`src/rtl/pdt_pkg.sv`:
```
package pdt_pkg;

  typedef enum logic [1:0] {
    ST_IDLE,
    ST_SETTLE,
    ST_LAUNCH,
    ST_CHECK
  } pdt_state_e;

  localparam int MAP_BITS_MAX = 4096;

  // default membership: path p is opened in phase (p mod n_phases)
  function automatic logic [MAP_BITS_MAX-1:0] round_robin_map(int n_phases, int n_paths);
    logic [MAP_BITS_MAX-1:0] m;
    m = '0;
    for (int p = 0; p < n_paths; p++) begin
      int idx;
      idx = (p % n_phases) * n_paths + p;
      if (idx < MAP_BITS_MAX) m[idx] = 1'b1;
    end
    return m;
  endfunction

endpackage

```
`src/rtl/pdt_phase_table.sv`:
```
module pdt_phase_table #(
  parameter int N_PATHS  = 64,
  parameter int N_PHASES = 17,
  parameter logic [N_PHASES*N_PATHS-1:0] PHASE_MAP = '1,
  localparam int PW = (N_PHASES > 1) ? $clog2(N_PHASES) : 1
) (
  input  logic [PW-1:0]      phase_i,
  output logic [N_PATHS-1:0] live_o
);
  always_comb begin
    live_o = PHASE_MAP[int'(phase_i)*N_PATHS +: N_PATHS];
  end
endmodule

```
`src/rtl/pdt_sequencer.sv`:
```
module pdt_sequencer
  import pdt_pkg::*;
#(
  parameter int N_PHASES   = 17,
  parameter int SETTLE_CYC = 4,
  localparam int PW = (N_PHASES > 1) ? $clog2(N_PHASES) : 1,
  localparam int CW = $clog2(SETTLE_CYC) + 1
) (
  input  logic          clk,
  input  logic          rst_n,
  input  logic          start_i,
  output logic [PW-1:0] phase_o,
  output logic          lvl_o,
  output logic          check_o,
  output logic          busy_o,
  output logic          done_o,
  output logic          accept_o
);
  pdt_state_e    st_q;
  logic [PW-1:0] phase_q;
  logic [CW-1:0] cnt_q;
  logic          pass_q;
  logic          lvl_q;
  logic          done_q;

  always_ff @(posedge clk or negedge rst_n) begin
    if (!rst_n) begin
      st_q    <= ST_IDLE;
      phase_q <= '0;
      cnt_q   <= '0;
      pass_q  <= 1'b0;
      lvl_q   <= 1'b0;
      done_q  <= 1'b0;
    end else begin
      done_q <= 1'b0;
      unique case (st_q)
        ST_IDLE: begin
          if (start_i) begin
            st_q    <= ST_SETTLE;
            phase_q <= '0;
            cnt_q   <= '0;
            pass_q  <= 1'b0;
            lvl_q   <= 1'b0;
          end
        end
        ST_SETTLE: begin
          if (cnt_q == CW'(SETTLE_CYC - 1)) begin
            st_q  <= ST_LAUNCH;
            cnt_q <= '0;
            lvl_q <= ~lvl_q;
          end else begin
            cnt_q <= cnt_q + 1'b1;
          end
        end
        ST_LAUNCH: st_q <= ST_CHECK;
        ST_CHECK: begin
          if (!pass_q) begin
            pass_q <= 1'b1;
            st_q   <= ST_SETTLE;
          end else if (phase_q == PW'(N_PHASES - 1)) begin
            st_q   <= ST_IDLE;
            done_q <= 1'b1;
          end else begin
            phase_q <= phase_q + 1'b1;
            pass_q  <= 1'b0;
            st_q    <= ST_SETTLE;
          end
        end
        default: st_q <= ST_IDLE;
      endcase
    end
  end

  assign phase_o  = phase_q;
  assign lvl_o    = lvl_q;
  assign check_o  = (st_q == ST_CHECK);
  assign busy_o   = (st_q != ST_IDLE);
  assign done_o   = done_q;
  assign accept_o = start_i && (st_q == ST_IDLE);
endmodule

```
`src/rtl/pdt_fault_cmp.sv`:
```
module pdt_fault_cmp #(
  parameter int N_PATHS  = 64,
  parameter int N_PHASES = 17,
  parameter logic [N_PATHS-1:0] OFFPATH_PAR = '0,
  localparam int PW = (N_PHASES > 1) ? $clog2(N_PHASES) : 1
) (
  input  logic               clk,
  input  logic               rst_n,
  input  logic               clear_i,
  input  logic               check_i,
  input  logic               lvl_i,
  input  logic [PW-1:0]      phase_i,
  input  logic [N_PATHS-1:0] live_i,
  input  logic [N_PATHS-1:0] sink_i,
  output logic               error_o,
  output logic [PW-1:0]      fail_phase_o
);
  logic [N_PATHS-1:0] expect_v;
  logic [N_PATHS-1:0] match_v;
  logic               miss;
  logic               err_q;
  logic [PW-1:0]      fph_q;

  always_comb begin
    expect_v = OFFPATH_PAR ^ {N_PATHS{lvl_i}};
    match_v  = ~(sink_i ^ expect_v);
    miss     = |(live_i & ~match_v);
  end

  always_ff @(posedge clk or negedge rst_n) begin
    if (!rst_n) begin
      err_q <= 1'b0;
      fph_q <= '0;
    end else if (clear_i) begin
      err_q <= 1'b0;
      fph_q <= '0;
    end else if (check_i && miss && !err_q) begin
      err_q <= 1'b1;
      fph_q <= phase_i;
    end
  end

  assign error_o      = err_q;
  assign fail_phase_o = fph_q;
endmodule

```
`src/rtl/path_delay_phase_ctrl.sv`:
```
module path_delay_phase_ctrl
  import pdt_pkg::*;
#(
  parameter int N_PATHS    = 64,
  parameter int N_PHASES   = 17,
  parameter int SETTLE_CYC = 4,
  parameter logic [N_PATHS-1:0] OFFPATH_PAR = '0,
  parameter logic [N_PHASES*N_PATHS-1:0] PHASE_MAP =
    (N_PHASES*N_PATHS)'(pdt_pkg::round_robin_map(N_PHASES, N_PATHS))
) (
  input  logic                clk,
  input  logic                rst_n,
  input  logic                start_i,
  input  logic [N_PATHS-1:0]  sink_i,
  output logic [N_PATHS-1:0]  fix_o,
  output logic [N_PATHS-1:0]  edge_o,
  output logic                busy_o,
  output logic                done_o,
  output logic                error_o,
  output logic [((N_PHASES > 1) ? $clog2(N_PHASES) : 1)-1:0] fail_phase_o
);
  localparam int PW = (N_PHASES > 1) ? $clog2(N_PHASES) : 1;

  logic [PW-1:0]      phase;
  logic               lvl;
  logic               check;
  logic               accept;
  logic [N_PATHS-1:0] live;

  pdt_sequencer #(
    .N_PHASES  (N_PHASES),
    .SETTLE_CYC(SETTLE_CYC)
  ) i_seq (
    .clk     (clk),
    .rst_n   (rst_n),
    .start_i (start_i),
    .phase_o (phase),
    .lvl_o   (lvl),
    .check_o (check),
    .busy_o  (busy_o),
    .done_o  (done_o),
    .accept_o(accept)
  );

  pdt_phase_table #(
    .N_PATHS  (N_PATHS),
    .N_PHASES (N_PHASES),
    .PHASE_MAP(PHASE_MAP)
  ) i_tbl (
    .phase_i(phase),
    .live_o (live)
  );

  pdt_fault_cmp #(
    .N_PATHS    (N_PATHS),
    .N_PHASES   (N_PHASES),
    .OFFPATH_PAR(OFFPATH_PAR)
  ) i_cmp (
    .clk         (clk),
    .rst_n       (rst_n),
    .clear_i     (accept),
    .check_i     (check),
    .lvl_i       (lvl),
    .phase_i     (phase),
    .live_i      (live),
    .sink_i      (sink_i),
    .error_o     (error_o),
    .fail_phase_o(fail_phase_o)
  );

  always_comb begin
    fix_o  = busy_o ? ~live : '1;
    edge_o = busy_o ? (live & {N_PATHS{lvl}}) : '0;
  end
endmodule

```
`config.mk`:
```
export PLATFORM = sky130hd
export DESIGN_NAME = path_delay_phase_ctrl
export DESIGN_NICKNAME = d
export VERILOG_FILES = /design/src/rtl/pdt_pkg.sv /design/src/rtl/pdt_phase_table.sv /design/src/rtl/pdt_sequencer.sv /design/src/rtl/pdt_fault_cmp.sv /design/src/rtl/path_delay_phase_ctrl.sv
export SDC_FILE = /design/constraint.sdc
export NUM_CORES = 1
export LEC_CHECK = 0
export ABC_AREA = 0
export CAP_MARGIN = 20
export CELL_PAD_IN_SITES_DETAIL_PLACEMENT = 0
export CELL_PAD_IN_SITES_GLOBAL_PLACEMENT = 1
export CORE_UTILIZATION = 27
export DETAILED_ROUTE_END_ITERATION = 16
export PLACE_DENSITY_LB_ADDON = 0.1
export SYNTH_ARGS = -nofsm -noshare
export SYNTH_HDL_FRONTEND = slang
export SYNTH_HIERARCHICAL = 1
export SYNTH_SLANG_ARGS = --single-unit
```
`constraint.sdc`:
```
create_clock -name clk -period 8.8 [get_ports clk]
set_clock_uncertainty 0.15 [all_clocks]
set_input_delay 1.76 -clock clk [delete_from_list [all_inputs] [get_ports clk]]
set_output_delay 1.76 -clock clk [all_outputs]
set_load 0.05 [all_outputs]
```
Yosys cells after proc, flatten, opt, wreduce, memory -nomap -nowiden. Cells that the tools add are included. W data, S select, Z words.

Shift operators: 1. Reductions and logical operators: 15. Multiplexer cells: 26. Add/sub/neg operators: 2. Eq/ne operators: 9. Bitwise gates (word level): 7.

Operator list (number): $shiftx A1088 B12 Y64 const A (1); $not A64 Y64 (3); $and A64 B64 Y64 (2); $mux W64 (2); $reduce_or A64 Y1 (1); $xor A64 B64 Y64 (1); $mux W5 (5); $pmux W5 S2 (1); $mux W1 (9); $pmux W2 S4 (1); $reduce_bool A2 Y1 (4); $mux W2 (3); $mux W3 (2); $ne A2 B2 Y1 const B (3); $pmux W3 S2 (1); $reduce_and A2 Y1 (3); $add A5 B1 Y5 const B (1); $eq A5 B5 Y1 const B (1); $eq A2 B2 Y1 const B (2); $pmux W1 S2 (2); $reduce_and A4 Y1 (1); $add A3 B1 Y3 const B (1); $eq A3 B2 Y1 const B (1); $logic_and A1 B1 Y1 (3); 6 further kinds (6).

Input bits: 67. Logic and storage cells: 68. Flip-flop bits (word level): 19.

Longest topological paths before layout.
Word-level depth: 9. Mapped depth: 11. Gate-level depth less buffers: 9.

By module. The synthesis kept the hierarchy.

By module, submodules not included: pdt_fault_cmp (area each 1209.9 µm², instances 1, cells each 149, sequential area each 150.1 µm²); pdt_sequencer (area each 788.3 µm², instances 1, cells each 85, sequential area each 325.3 µm²); path_delay_phase_ctrl (area each 760.7 µm², instances 1, cells each 148, sequential area each 0.0 µm²); pdt_phase_table (area each 533.0 µm², instances 1, cells each 76, sequential area each 0.0 µm²).

Least setup slack after synthesis. OpenSTA, ideal clock, no wires.

Path kind: reg2out. Start point: register i_seq.phase_q[3] (netlist: i_seq/phase_o[3]). End point: output edge_o[20]. Required time: 6.890 ns. Cell stages (with the launch flop): 5. Setup slack: 4.781 ns. Data arrival time: 2.109 ns. Path through: dfrtp_1 > nand2b_1 > nor4b_1 > buf_4 > and3_1.

Word-level cells in the longest chain between the ends: 3.

Ends and longest elaborated chain: start: declaration (line pdt_sequencer.sv:20) `logic [PW-1:0] phase_q;`; start signal: assignment (line pdt_sequencer.sv:64) `phase_q <= phase_q + 1'b1;`; $shiftx A1088 B12 Y64 (line pdt_phase_table.sv:11) `live_o = PHASE_MAP[int'(phase_i)*N_PATHS +: N_PATHS];`; via live[20] (line path_delay_phase_ctrl.sv:28) `logic [N_PATHS-1:0] live;`; $and A64 B64 Y64 (line path_delay_phase_ctrl.sv:73) `edge_o = busy_o ? (live & {N_PATHS{lvl}}) : '0;`; $mux W64 (line path_delay_phase_ctrl.sv:73); end: declaration (line path_delay_phase_ctrl.sv:16) `output logic [N_PATHS-1:0] edge_o,`.

The timed path passes the listed nets, and every way through them passes these cells.

Final worst setup path.
Start point: register i_seq.st_q[0]. End point: output edge_o[30].

Word-level cells in the longest chain between the ends: 2.

Ends and longest elaborated chain: start: declaration (line pdt_sequencer.sv:19) `pdt_state_e st_q;`; start signal: assignment (line pdt_sequencer.sv:28) `st_q <= ST_IDLE;`; start signal: assignment (line pdt_sequencer.sv:39) `st_q <= ST_SETTLE;`; start signal: assignment (line pdt_sequencer.sv:48) `st_q <= ST_LAUNCH;`; $reduce_bool A2 Y1 (line pdt_sequencer.sv:77) `assign busy_o = (st_q != ST_IDLE);`; $mux W64 (line path_delay_phase_ctrl.sv:73).

No other way between the ends.

==> out/results.ini <==
[detailed_routing]
vias=3796
wire_per_inst_um=18.0
ant_nets=0
dr.first_iter.drc_count=213
wirelength_um=13500
drt_pass1_iterations=4
drc_errors=0
vias_per_cell=5.07

[layout]
final_common_cell=clkdlybuf4s50_1
area_growth_pct=58.7
regArea_um2=477
diodes=0
multi_input_area_um2=2240
nets=679
drive_above_1_share=0.0744
fill_cells=1266
mostFrequentLayoutCells=202 x clkdlybuf4s50_1, 75 x nand2_1, 64 x and3_1
fin_util=0.448

[synth]
synth-edff-count=0
syn_area_per_cell_um2=7.19
ys_types=43
synthArstFlopShare=1.00
yosysWarnings=6
synth_ff_type=dfrtp_1
synth.yosys.seq_area_share=0.144
syn-num-nets=531
synthCells=458
netlist_area_um2=3290
ys_ff_latch=19

[flow_run]
max_cap_violations=0

[power_and_ir_drop]
leakagePower_nw=2.10
clkPwrFrac=0.074
p_int_w=0.000536
pwr-share-comb=0.782
p_sw_frac=0.581
seq_power_share=0.144
peakVddDrop_mv=0.115
power_switching_w=0.000741
power_density_nw_per_um2=244

[clocking]
numCtsBuffers=3
clk-insertion-delay-late_ns=0.25
hold_buffers=0
cts_root_buf=clkbuf_16
cts_resized=0
cts_max_level=1
tritoncts=built
clkSlewWorstSetupHoldPaths_ns=0.05
cts_buffer_depth=2
cts_sinks=19
post_cts_buffers=0

[sta]
fin_ws_ns=3.69
final_hold_viol_count=0
setup-violations-final=0
final.period_utilization=0.581
rsz0062_at_grt=false
slew_headroom=0.318
finalCriticalPeriod_ns=5.11
final.setup.tns_ns=0
drv_slew=0
fmax_mhz=196
tightestPinTransition_ns=1.02

[min_path]
hold_class=reg2reg
holdPathStages=1
hold_start=i_seq/cnt_q[2]
min_to=i_seq/cnt_q[2]

[setup_path]
crit_path_end_kind=output pin
critPathTopFamily=buffers and inverters
worstPathCellList=inv_1 -> ha_1 -> clkinv_2 -> buf_4 -> and3_1 -> clkdlybuf4s50_1
required_ns=6.89
worstReg2RegStart=i_seq/phase_o[2]
crit_fanout=86
crit_path_top_delay_cell=clkdlybuf4s50_1
path_buf_inv=4
rr_endpoint=i_cmp/fail_phase_o[1]
slowest_delay_ns=0.80
startpoint_type=register
crit_type=reg2out
r2r_cells=9
regToRegSetupSlack_ns=5.34
worstPathArrival_ns=3.20

[placed_design]
dp_slack_ns=3.91
post-dp-hpwl_um=10100
gp_congestion=0.780
port_buffers=202

[global_routing]
grt_usage=0.212
overflow=0
grt_max_degree=87
grt_pass1_wl_um=21200
grt_antenna_before_repair=0
grt_pass1_vias=3695

[floorplan]
die_w_um=112
placementRows=39
start_util=0.282
io_pins=203
fp.dieArea_um2=12600
fp.dieH_um=112
coreArea_um2=11700

[outcome]
status=finished, final reports clean

-- per-layer routing --
metal,global-route usage,wire length (um),vias up,part of all wire
li1,-,-,1866,-
met1,0.281,5870,1794,0.44
met2,0.374,6820,126,0.51
met3,0.0162,607,10,0.045
met4,0.0453,177,0,0.013
met5,0,0,-,0
-- metrics by stage --
stage               instances  hold slack (ns)  cell area (um^2)  power [W]
detailed placement        743            0.324              5130    0.00119
floorplan                 458            0.299              3290   0.000942
global route              748            0.364              5220    0.00137
CTS                       747            0.336              5210    0.00128
finish                    748            0.335              5220    0.00128
global placement          741            0.318              5110    0.00118
-- cell usage after synthesis (2+ instances only) --
cell type / count / area [um^2]
or3_1: 3 / 18.8
clkbuf_1: 3 / 11.3
inv_1: 28 / 105
nand3_1: 3 / 15.0
buf_2: 16 / 80.1
mux2i_1: 9 / 90.1
nor3b_2: 2 / 25.0
nor2b_1: 2 / 12.5
buf_6: 4 / 45.0
a221oi_1: 9 / 78.8
nand2_1: 75 / 282
or3_4: 2 / 22.5
o2111ai_1: 16 / 140
and3_1: 64 / 400
nand2b_1: 63 / 394
dfrtp_1: 19 / 475
nand3b_1: 2 / 15.0
a22o_1: 17 / 149
nor4b_1: 2 / 17.5
nand4_1: 5 / 31.3
nor2_1: 10 / 37.5
buf_4: 49 / 368
clkbuf_2: 2 / 10.0
o21ai_0: 6 / 30.0
a21oi_1: 8 / 40.0
nor3_1: 7 / 35.0
o221ai_1: 2 / 17.5
nor4_1: 4 / 25.0
a221oi_2: 7 / 105
ha_1: 6 / 75.1
-- flip-flops by register name (all words and copies together), names as in the netlist --
register            count
i_seq/cnt_q             3
i_cmp/fail_phase_o      5
i_seq/lvl_o             1
i_seq/st_q              2
i_seq/pass_q            1
i_cmp/error_o           1
i_seq/phase_o           5
i_seq/done_o            1
-- power groups by stage --
| stage | Clock [W] | Combinational [W] | Sequential (W) |
|---|---|---|---|
| CTS | 0.0000968 | 0.00100 | 0.000185 |
| global placement | 0 | 0.000992 | 0.000185 |
| finish | 0.0000943 | 0.000998 | 0.000184 |
| global route | 0.0000995 | 0.00107 | 0.000194 |
| floorplan | 0 | 0.000776 | 0.000165 |
| detailed placement | 0 | 0.000999 | 0.000187 |
-- cells by family (layout without fill, tap and decap cells) --
kind of cell,count (synthesis),in the layout,share of synthesized area
AOI/OAI and AO/OA,71,71,0.188
and+or+nand+nor,250,250,0.422
muxes,10,10,0.0342
buffers and inverters,102,249,0.188
DFF,19,19,0.144
adders and majority gates,6,6,0.0228
-- worst register-to-register path: cells and delay by family, from the launching register on --
family,cells,cell delay [ns]
compound gates,1,0.26
buf+inv,1,0.10
flops,1,0.67
mux,2,0.35
simple gates,5,1.85
-- worst max path at each step --
| stage | depth (start not counted) | to | slack (ns) | from |
|---|---|---|---|---|
| 2_1_floorplan | 4 | edge_o[20] | 4.78 | i_seq/phase_o[3] |
| 3_3_place_gp | 4 | edge_o[63] | 3.78 | i_seq/phase_o[2] |
| 3_5_place_dp | 6 | edge_o[1] | 3.91 | i_seq/st_q[0] |
| 4_1_cts | 6 | edge_o[1] | 3.65 | i_seq/st_q[0] |
| 5_1_grt | 6 | edge_o[11] | 3.38 | i_seq/st_q[0] |
| 6_report | 6 | edge_o[30] | 3.69 | i_seq/st_q[0] |
-- layout make-up --
type,instances,area share
flip-flops and latches,19,0.0913
repair buffers,217,0.410
multi-input cells,337,0.429
well taps,143,0.0343
inverters,28,0.0204
clock inverters,1,0.000958
clock buffers,3,0.0144
(Power assumes the default switching activity.)
